[config.mk]
export PLATFORM = sky130hd
export DESIGN_NAME = sdh_irq_unit
export DESIGN_NICKNAME = d
export VERILOG_FILES = /design/src/rtl/sdh_irq_pkg.sv /design/src/rtl/sdh_irq_ctrl.sv /design/src/rtl/sdh_irq_raw.sv /design/src/rtl/sdh_xfer_cnt.sv /design/src/rtl/sdh_dma_stat.sv /design/src/rtl/sdh_irq_unit.sv
export SDC_FILE = /design/constraint.sdc
export NUM_CORES = 1
export LEC_CHECK = 0
export ABC_AREA = 1
export CAP_MARGIN = 20
export CELL_PAD_IN_SITES_DETAIL_PLACEMENT = 0
export CELL_PAD_IN_SITES_GLOBAL_PLACEMENT = 2
export CORE_MARGIN = 2
export CORE_UTILIZATION = 35
export DETAILED_ROUTE_END_ITERATION = 12
export PLACE_DENSITY_LB_ADDON = 0.1
export SLEW_MARGIN = 20
export SYNTH_ARGS = -nofsm -noshare
export SYNTH_HDL_FRONTEND = slang
export SYNTH_SLANG_ARGS = --single-unit
[constraint.sdc]
create_clock -name clk -period 2.6 [get_ports clk]
set_input_delay 0.26 -clock clk [delete_from_list [all_inputs] [get_ports clk]]
set_output_delay 0.26 -clock clk [all_outputs]
set_load 0.02 [all_outputs]
[src/rtl/sdh_irq_pkg.sv]
package sdh_irq_pkg;
    localparam int DW = 32;
    localparam int AW = 3;

    typedef enum logic [AW-1:0] {
        A_CTRL   = 3'd0,
        A_MASK   = 3'd1,
        A_MSTAT  = 3'd2,
        A_RAW    = 3'd3,
        A_CARD   = 3'd4,
        A_DMA    = 3'd5,
        A_BYTES  = 3'd6,
        A_REMAIN = 3'd7
    } reg_addr_e;

    localparam int EN_BIT        = 4;
    localparam int SELFCLR_W     = 3;
    localparam int RAW_DONE_BIT  = 3;
    localparam int RAW_INS_BIT   = 30;
    localparam int RAW_REM_BIT   = 31;
    localparam int CARD_PRES_BIT = 8;
    localparam int DMA_TX_BIT    = 0;
    localparam int DMA_RX_BIT    = 1;
    localparam int DMA_SUM_BIT   = 8;
    localparam int DMA_CLR_W     = 10;

    localparam logic [DW-1:0] CTRL_RST  = 32'h0000_0300;
    localparam logic [DW-1:0] CARD_RST  = 32'h0000_0100;
    localparam logic [DW-1:0] BYTES_RST = 32'h0000_0200;

    typedef struct packed {
        logic ctrl;
        logic mask;
        logic clr_raw;
        logic card;
        logic dma;
        logic bytes;
    } wr_dec_t;

    function automatic wr_dec_t decode_wr(input logic wr, input logic [AW-1:0] a);
        wr_dec_t d;
        d = '0;
        if (wr) begin
            case (a)
                A_CTRL:         d.ctrl    = 1'b1;
                A_MASK:         d.mask    = 1'b1;
                A_MSTAT, A_RAW: d.clr_raw = 1'b1;
                A_CARD:         d.card    = 1'b1;
                A_DMA:          d.dma     = 1'b1;
                A_BYTES:        d.bytes   = 1'b1;
                default:        ;
            endcase
        end
        return d;
    endfunction
endpackage

[src/rtl/sdh_irq_ctrl.sv]
module sdh_irq_ctrl
    import sdh_irq_pkg::*;
(
    input  logic          clk,
    input  logic          rst,
    input  logic          wr_ctrl,
    input  logic          wr_mask,
    input  logic [DW-1:0] wdata,
    output logic [DW-1:0] ctrl_q,
    output logic [DW-1:0] mask_q
);
    localparam logic [DW-1:0] KEEP = ~{{(DW-SELFCLR_W){1'b0}}, {SELFCLR_W{1'b1}}};

    always_ff @(posedge clk) begin
        if (rst) begin
            ctrl_q <= CTRL_RST;
            mask_q <= '0;
        end else begin
            if (wr_ctrl) ctrl_q <= wdata & KEEP;
            if (wr_mask) mask_q <= wdata;
        end
    end


    ctrl_store_chk: assert property (@(posedge clk) disable iff (rst)
        wr_ctrl |=> ctrl_q == ($past(wdata) & KEEP));
endmodule

[src/rtl/sdh_irq_raw.sv]
module sdh_irq_raw
    import sdh_irq_pkg::*;
(
    input  logic          clk,
    input  logic          rst,
    input  logic [DW-1:0] ev_set,
    input  logic          done_set,
    input  logic          card_in,
    input  logic          card_out,
    input  logic          clr_raw,
    input  logic          wr_card,
    input  logic [DW-1:0] wdata,
    output logic [DW-1:0] raw_q,
    output logic [DW-1:0] card_q
);
    logic [DW-1:0] set_v;
    logic [DW-1:0] clr_v;

    always_comb begin
        set_v = ev_set;
        clr_v = clr_raw ? wdata : '0;
        set_v[RAW_DONE_BIT] = set_v[RAW_DONE_BIT] | done_set;
        if (card_in) begin
            set_v[RAW_INS_BIT] = 1'b1;
            clr_v[RAW_REM_BIT] = 1'b1;
        end else if (card_out) begin
            set_v[RAW_REM_BIT] = 1'b1;
            clr_v[RAW_INS_BIT] = 1'b1;
        end
    end

    for (genvar b = 0; b < DW; b++) begin : g_bit
        always_ff @(posedge clk) begin
            if (rst)           raw_q[b] <= 1'b0;
            else if (set_v[b]) raw_q[b] <= 1'b1;
            else if (clr_v[b]) raw_q[b] <= 1'b0;
        end
    end

    always_ff @(posedge clk) begin
        if (rst) begin
            card_q <= CARD_RST;
        end else begin
            card_q <= wr_card ? (card_q & ~wdata) : card_q;
            if (card_in)       card_q[CARD_PRES_BIT] <= 1'b1;
            else if (card_out) card_q[CARD_PRES_BIT] <= 1'b0;
        end
    end


    set_wins_chk: assert property (@(posedge clk) disable iff (rst)
        (|ev_set) |=> ((raw_q & $past(ev_set)) == $past(ev_set)));

    sw_clear_chk: assert property (@(posedge clk) disable iff (rst)
        clr_raw |=> ((raw_q & $past(wdata & ~set_v)) == '0));

    insert_chk: assert property (@(posedge clk) disable iff (rst)
        (card_in && !ev_set[RAW_REM_BIT]) |=> (raw_q[RAW_INS_BIT] && !raw_q[RAW_REM_BIT] && card_q[CARD_PRES_BIT]));

    remove_chk: assert property (@(posedge clk) disable iff (rst)
        (card_out && !card_in && !ev_set[RAW_INS_BIT]) |=> (raw_q[RAW_REM_BIT] && !raw_q[RAW_INS_BIT] && !card_q[CARD_PRES_BIT]));
endmodule

[src/rtl/sdh_xfer_cnt.sv]
module sdh_xfer_cnt #(
    parameter int CNT_W = 32,
    parameter int STEP  = 4
) (
    input  logic             clk,
    input  logic             rst,
    input  logic             load,
    input  logic [CNT_W-1:0] load_val,
    input  logic [CNT_W-1:0] total_rst,
    input  logic             move,
    output logic [CNT_W-1:0] total_q,
    output logic [CNT_W-1:0] remain_q,
    output logic             done
);
    localparam logic [CNT_W-1:0] STEP_V = CNT_W'(STEP);

    assign done = move && !load && (remain_q <= STEP_V);

    always_ff @(posedge clk) begin
        if (rst) begin
            total_q  <= total_rst;
            remain_q <= '0;
        end else if (load) begin
            total_q  <= load_val;
            remain_q <= load_val;
        end else if (move) begin
            remain_q <= (remain_q > STEP_V) ? remain_q - STEP_V : '0;
        end
    end


    step_down_chk: assert property (@(posedge clk) disable iff (rst)
        (move && !load && remain_q > STEP_V) |=> remain_q == $past(remain_q) - STEP_V);

    done_zero_chk: assert property (@(posedge clk) disable iff (rst)
        done |=> remain_q == '0);

    load_chk: assert property (@(posedge clk) disable iff (rst)
        load |=> (remain_q == $past(load_val) && total_q == $past(load_val)));
endmodule

[src/rtl/sdh_dma_stat.sv]
module sdh_dma_stat
    import sdh_irq_pkg::*;
(
    input  logic                 clk,
    input  logic                 rst,
    input  logic                 wr,
    input  logic [DMA_CLR_W-1:0] clr_bits,
    input  logic                 tx_done,
    input  logic                 rx_done,
    output logic [DW-1:0]        stat_q
);
    logic [DW-1:0] clr_v;
    logic [DW-1:0] set_v;

    always_comb begin
        clr_v = '0;
        if (wr) clr_v[DMA_CLR_W-1:0] = clr_bits;
        set_v = '0;
        set_v[DMA_TX_BIT]  = tx_done;
        set_v[DMA_RX_BIT]  = rx_done;
        set_v[DMA_SUM_BIT] = tx_done | rx_done;
    end

    always_ff @(posedge clk) begin
        if (rst) stat_q <= '0;
        else     stat_q <= (stat_q & ~clr_v) | set_v;
    end


    tx_flag_chk: assert property (@(posedge clk) disable iff (rst)
        tx_done |=> (stat_q[DMA_TX_BIT] && stat_q[DMA_SUM_BIT]));

    rx_flag_chk: assert property (@(posedge clk) disable iff (rst)
        rx_done |=> (stat_q[DMA_RX_BIT] && stat_q[DMA_SUM_BIT]));

    upper_keep_chk: assert property (@(posedge clk) disable iff (rst)
        1'b1 |=> stat_q[DW-1:DMA_CLR_W] == $past(stat_q[DW-1:DMA_CLR_W]));
endmodule

[src/rtl/sdh_irq_unit.sv]
module sdh_irq_unit
    import sdh_irq_pkg::*;
#(
    parameter int CNT_W      = 32,
    parameter int WORD_BYTES = 4
) (
    input  logic          clk,
    input  logic          rst,
    input  logic          reg_wr,
    input  logic [AW-1:0] reg_addr,
    input  logic [DW-1:0] reg_wdata,
    output logic [DW-1:0] reg_rdata,
    input  logic [DW-1:0] ev_set,
    input  logic          word_moved,
    input  logic          dma_tx_done,
    input  logic          dma_rx_done,
    input  logic          card_in,
    input  logic          card_out,
    output logic          irq
);
    wr_dec_t          dec;
    logic [DW-1:0]    ctrl_q, mask_q, raw_q, card_q, dma_q;
    logic [CNT_W-1:0] total_q, remain_q;
    logic             xfer_done;

    assign dec = decode_wr(reg_wr, reg_addr);

    sdh_irq_ctrl u_ctrl (
        .clk(clk), .rst(rst),
        .wr_ctrl(dec.ctrl), .wr_mask(dec.mask), .wdata(reg_wdata),
        .ctrl_q(ctrl_q), .mask_q(mask_q)
    );

    sdh_xfer_cnt #(.CNT_W(CNT_W), .STEP(WORD_BYTES)) u_cnt (
        .clk(clk), .rst(rst),
        .load(dec.bytes), .load_val(reg_wdata[CNT_W-1:0]),
        .total_rst(BYTES_RST[CNT_W-1:0]), .move(word_moved),
        .total_q(total_q), .remain_q(remain_q), .done(xfer_done)
    );

    sdh_irq_raw u_raw (
        .clk(clk), .rst(rst),
        .ev_set(ev_set), .done_set(xfer_done),
        .card_in(card_in), .card_out(card_out),
        .clr_raw(dec.clr_raw), .wr_card(dec.card), .wdata(reg_wdata),
        .raw_q(raw_q), .card_q(card_q)
    );

    sdh_dma_stat u_dma (
        .clk(clk), .rst(rst),
        .wr(dec.dma), .clr_bits(reg_wdata[DMA_CLR_W-1:0]),
        .tx_done(dma_tx_done), .rx_done(dma_rx_done),
        .stat_q(dma_q)
    );

    assign irq = ctrl_q[EN_BIT] & (|(raw_q & mask_q));

    always_comb begin
        case (reg_addr)
            A_CTRL:   reg_rdata = ctrl_q;
            A_MASK:   reg_rdata = mask_q;
            A_MSTAT:  reg_rdata = raw_q & mask_q;
            A_RAW:    reg_rdata = raw_q;
            A_CARD:   reg_rdata = card_q;
            A_DMA:    reg_rdata = dma_q;
            A_BYTES:  reg_rdata = DW'(total_q);
            default:  reg_rdata = DW'(remain_q);
        endcase
    end


    gate_off_chk: assert property (@(posedge clk) disable iff (rst)
        (reg_wr && reg_addr == A_CTRL && !reg_wdata[EN_BIT]) |=> !irq);

    mask_off_chk: assert property (@(posedge clk) disable iff (rst)
        (reg_wr && reg_addr == A_MASK && reg_wdata == '0) |=> !irq);
endmodule

* After elaboration in Yosys (flattened, before gate mapping) *
Index checks and enable logic that the tools add are counted.

word-level totals
  register bits = 221
  input bits = 75

operators by class
  $add $sub $neg = 1
  $lt $le $gt $ge = 2
  eq/ne operators = 6
  multiplexer cells = 85
  bitwise gates (word level) = 9
  reduce and logical (&&, ||, !) cells = 41

operators with widths
  kind                                                  count
  case mux 32 bit (7 select lines)                      1
  two-way mux 32 bit                                    4
  AND 32 bit                                            3
  two-way mux 1 bit                                     77
  nonzero test 2 bit                                    34
  > comparator 32 x 3 -> 1 bit, second input constant   1
  <= comparator 32 x 3 -> 1 bit, second input constant  1
  inverter 10 -> 32 bit                                 1
  inverter 32 bit                                       1
  OR 32 x 9 -> 32 bit                                   1
  OR reduction 32 bit                                   1
  subtractor 32 x 3 -> 32 bit, second input constant    1
  two-way mux 10 bit                                    1
  == test 3 bit, second input constant                  3
  two-way mux 9 bit                                     1
  == test 3 x 2 -> 1 bit, second input constant         2
  two-way mux 6 bit                                     1
  OR reduction 2 bit                                    2
  == test 3 x 1 -> 1 bit, second input constant         1
  logical NOT 3 bit                                     1
  logical AND 1 bit                                     2
  OR 1 bit                                              2
  AND 1 bit                                             1
  logical NOT 1 bit                                     1

* Depth between registers and ports, before layout *
  depth after elaboration = 9
  gate-level depth with buffers = 12
  gate-level depth less buffers = 11

* Cells and area by module *
From an unflattened synthesis, not the netlist that was laid out.

unflattened totals
  cells, all modules = 1686
  area total of the unflattened synthesis = 11021.8 sq um

by module, submodules not included
  module        instances  cells an instance  area each (sq um)  seq. area each (sq um)
  sdh_xfer_cnt  1          470                3504.6             1601.5
  sdh_irq_unit  1          513                2417.3             0.0
  sdh_irq_ctrl  1          360                2402.3             1221.2
  sdh_irq_raw   1          275                2153.3             1281.2
  sdh_dma_stat  1          68                 544.3              200.2

* Worst setup path before layout *
No wires, ideal clock.

  path kind = input-to-output
  start = in reg_addr[2]
  end = out reg_rdata[11]
  arrival = 1.535 ns
  required time = 2.340 ns
  slack = 0.805 ns
  stages on the path = 6
  cells stage by stage = buf_2 inv_2 nor2_2 inv_2 clkbuf_1 o211ai_1

between the ends
  word-level cells in the longest chain between the ends = 2
  elaborated cells on any way between the ends = 8
  those cells by class = eq/ne (6); mux (1); reduce/logical (1)

ends and longest elaborated chain
  what                                         line                RTL
  start, declared                              sdh_irq_unit.sv:10  input logic [AW-1:0] reg_addr,
  == test 3 bit, or another cell as far along  sdh_irq_unit.sv:59  case (reg_addr)
  case mux 32 bit (7 select lines) (*)         sdh_irq_unit.sv:59
  end, declared                                sdh_irq_unit.sv:12  output logic [DW-1:0] reg_rdata,

Every way passes the cells marked *; elsewhere a longest branch is shown, timed or not.

* Final worst setup path *
  start = in reg_addr[0]
  end = out reg_rdata[21]

The elaborated chain is that of the path after synthesis.

==> summary.md <==
| Metric | Value |
|---|---|
| Worst setup path end | reg_rdata[21] |
| Total power draw | 9.51 mW |
| TritonCTS Buffers | 17 |
| Routed len/inst | 19.4 um |
| Max-slew violation count | 0 |
| Critical path origin | reg_addr[0] |
| Cts hold-fix bufs | 0 |
| Top cells by area, synth | dfxtp_1 (43%), a21oi_1 (9.5%), nand2_1 (8.5%) |
| Core Rows | 59 |
| Hold Vio Cnt, Final | 0 |
| Die X | 167 um |
| Highest-count cells in the layout ignoring fill and taps | nand2_1 (209), dfxtp_1 (199), a21oi_1 (175) |
| CTS root buffer | clkbuf_16 |
| CORE AREA | 26000 um^2 |
| Worst skew pair latency | 0.45 ns |
| H-tree depth | 4 |
| Worst slew pin tran | 0.899 ns |
| Dpl hpwl | 23900 um |
| Ant. Diodes | 0 |
| Post-DRT Antenna Nets | 0 |
| Max-Slew Margin vs Limit | 0.399 |
| First DRT Iteration DRCs | 579 |
| Worst Hold Class | in -> reg |
| Sequential area share after synthesis | 0.431 |
| Sequential Area | 3980 um^2 |
| Fin worst setup slack | 0.0950 ns |
| Total grt overflow | 0 |
| Final wirelength | 33500 um |
| Final-layout fill cell count | 2724 |
| Port buffer count | 107 |
| Crit share post-route | 0.963 |
| Status | finished, final reports clean |
| Area delta synth->final | 26.5% |
| Pwr per Cell Area | 812 nW/um^2 |
| Deepest clock path buffer count | 2 |
| Initial Util | 0.356 |
| Initial antenna violation count | 0 |
| Clock skew | 0.0152 ns |
| Largest net degree at the start of global routing | 100 |
| Finish-stage setup viols | 0 |
| DR vias | 9071 |
| Pre-CTS setup slack | -0.143 ns |
| RR Startpoint | u_cnt.remain_q[2]$_SDFFE_PP0P_ |
| Fin crit period | 2.50 ns |
| Most common cell after layout, fill and taps aside | nand2_1 |
| R2R cell count | 11 |
| Nets@finish | 1453 |
| CP arrival | 2.24 ns |
| Clock tree from TritonCTS | yes |
| Post-layout util | 0.450 |
| Die ar. | 27800 um^2 |
| Synthesized flop and latch total | 199 |
| RSZ-0062 raised after global routing | false |
| Max_cap viols | 0 |
| Syn_nets | 1338 |
| Setup Fix Bufs, Post-CTS | 0 |
| Clock transition at the registers of the reported paths | 0.09 ns |
| Fmax achieved | 399 MHz |
| Gpl congestion | 0.868 |
| Total I/O pin count | 108 |
| Footprint of the multi-input gates | 4360 um^2 |
| R2R setup slack | 0.41 ns |
| First-pass GRT wire length | 51800 um |
| Vert. Die Dim | 167 um |
| CTS sink cnt | 199 |
| DRC | 0 |
| Crit end category | output pin |
| Worst vdd ir | 0.478 mV |
| Most area-hungry cell type in the Yosys netlist | dfxtp_1 |
| Syn avg cell area | 7.34 um^2 |
| DR pass1 iterations | 5 |
| GRT Total Usage | 0.240 |
| CP Data Required Time | 2.34 ns |
| RR Endpoint | u_cnt.remain_q[15]$_SDFFE_PP0P_ |
| Vias in the first global route | 8870 |
| Top cell type's share of synthesized area | 0.431 |
| Synth Warn # | 0 |
| Via density | 5.26 |
| Share of layout cells above drive strength 1 | 0.0872 |
| CP startpoint kind | input pin |
| Cell variety after synth | 37 |
| Static leakage | 5.06 nW |
| Syn Std Cell Area | 9250 um^2 |
| CP Max Fanout | 14 |
| CP Class | in -> out |
| Post-synthesis cell count | 1261 |
[cell type report]
| type | count | area share |
|---|---|---|
| clock buffer | 17 | 0.0363 |
| inverter | 162 | 0.0520 |
| clock inverter | 14 | 0.0156 |
| timing repair buffer | 165 | 0.147 |
| tap | 335 | 0.0358 |
| multi-input combinational | 831 | 0.373 |
| sequential | 199 | 0.340 |
[synthesized netlist by cell type, drive strengths merged]
master / number
a32o: 1
o21ai: 121
a211oi: 1
buf: 27
inv: 162
nand3: 39
o2111ai: 1
xor2: 10
a21oi: 175
a22o: 23
nand4: 17
o211ai: 60
o21a: 1
and2: 3
clkbuf: 42
o221ai: 6
a221oi: 35
nor4: 2
ha: 2
a21boi: 1
dfxtp: 199
nor3: 2
nand2: 215
xnor2: 1
a31oi: 4
a41oi: 1
nor2: 110
[critical path, cell delays in order]
cell and delay [ns]:
clkdlybuf4s50_1 0.54, inv_2 0.09, nand2_2 0.10, nor2_2 0.06
buf_12 0.16, buf_4 0.15, a221oi_1 0.32, o211ai_1 0.19
clkdlybuf4s15_1 0.35
[layer usage]
layer,GRT usage,routed length [um],vias to the layer above
li1,-,-,4516
met1,0.351,16800,4321
met2,0.375,14900,206
met3,0.0323,1310,28
met4,0.0588,469,0
met5,0,0,-
[sequential cells by signal, summed over array words and instances (netlist names)]
register,flops
u_cnt.remain_q,32
u_cnt.total_q,32
u_ctrl.ctrl_q,29
u_ctrl.mask_q,32
u_dma.stat_q,10
u_raw.card_q,32
u_raw.raw_q,32
[power by group]
part | total (mW) | leakage [nW] | switching (mW) | internal [mW]
combinational | 3.17 | 3.15 | 2.10 | 1.07
sequential | 3.57 | 1.62 | 0.257 | 3.31
clock | 2.77 | 0.293 | 1.38 | 1.39
[worst min path at each step]
stage / startpoint / endpoint / slack (ns) / cells after the start
floorplan: card_in / u_raw.card_q[8]$_SDFFE_PP1P_ / 0.36 / 2
global placement: u_dma.stat_q[9]$_SDFF_PP0_ / u_dma.stat_q[9]$_SDFF_PP0_ / 0.44 / 2
detailed placement: u_dma.stat_q[4]$_SDFF_PP0_ / u_dma.stat_q[4]$_SDFF_PP0_ / 0.45 / 2
CTS: rst / u_raw.raw_q[18]$_SDFFE_PP0P_ / 0.04 / 2
global route: rst / u_raw.raw_q[21]$_SDFFE_PP0P_ / 0.05 / 2
finish: rst / u_raw.raw_q[18]$_SDFFE_PP0P_ / 0.05 / 2
[through the flow]
step | hold WS (ns) | setup TNS [ns] | instance area (um^2) | instances
after floorplan | 0.359 | 0 | 9250 | 1261
after global placement | 0.441 | -0.760 | 11100 | 1692
after detailed placement | 0.447 | -1.99 | 11100 | 1692
after CTS | 0.0421 | 0 | 11700 | 1723
after global routing | 0.0550 | 0 | 11700 | 1723
final | 0.0472 | 0 | 11700 | 1723
[logic make-up after synthesis]
family | synth area share
xor+xnor | 0.0104
fa+ha+maj | 0.00270
flops | 0.431
compound gates | 0.279
simple gates | 0.177
buf+inv | 0.0999
[timing repair]
action,CTS,global route
resized for setup,29,7
pin swaps,0,1
endpoints found under the setup margin,31,6
No activity file was read; power rests on OpenSTA's default activity.
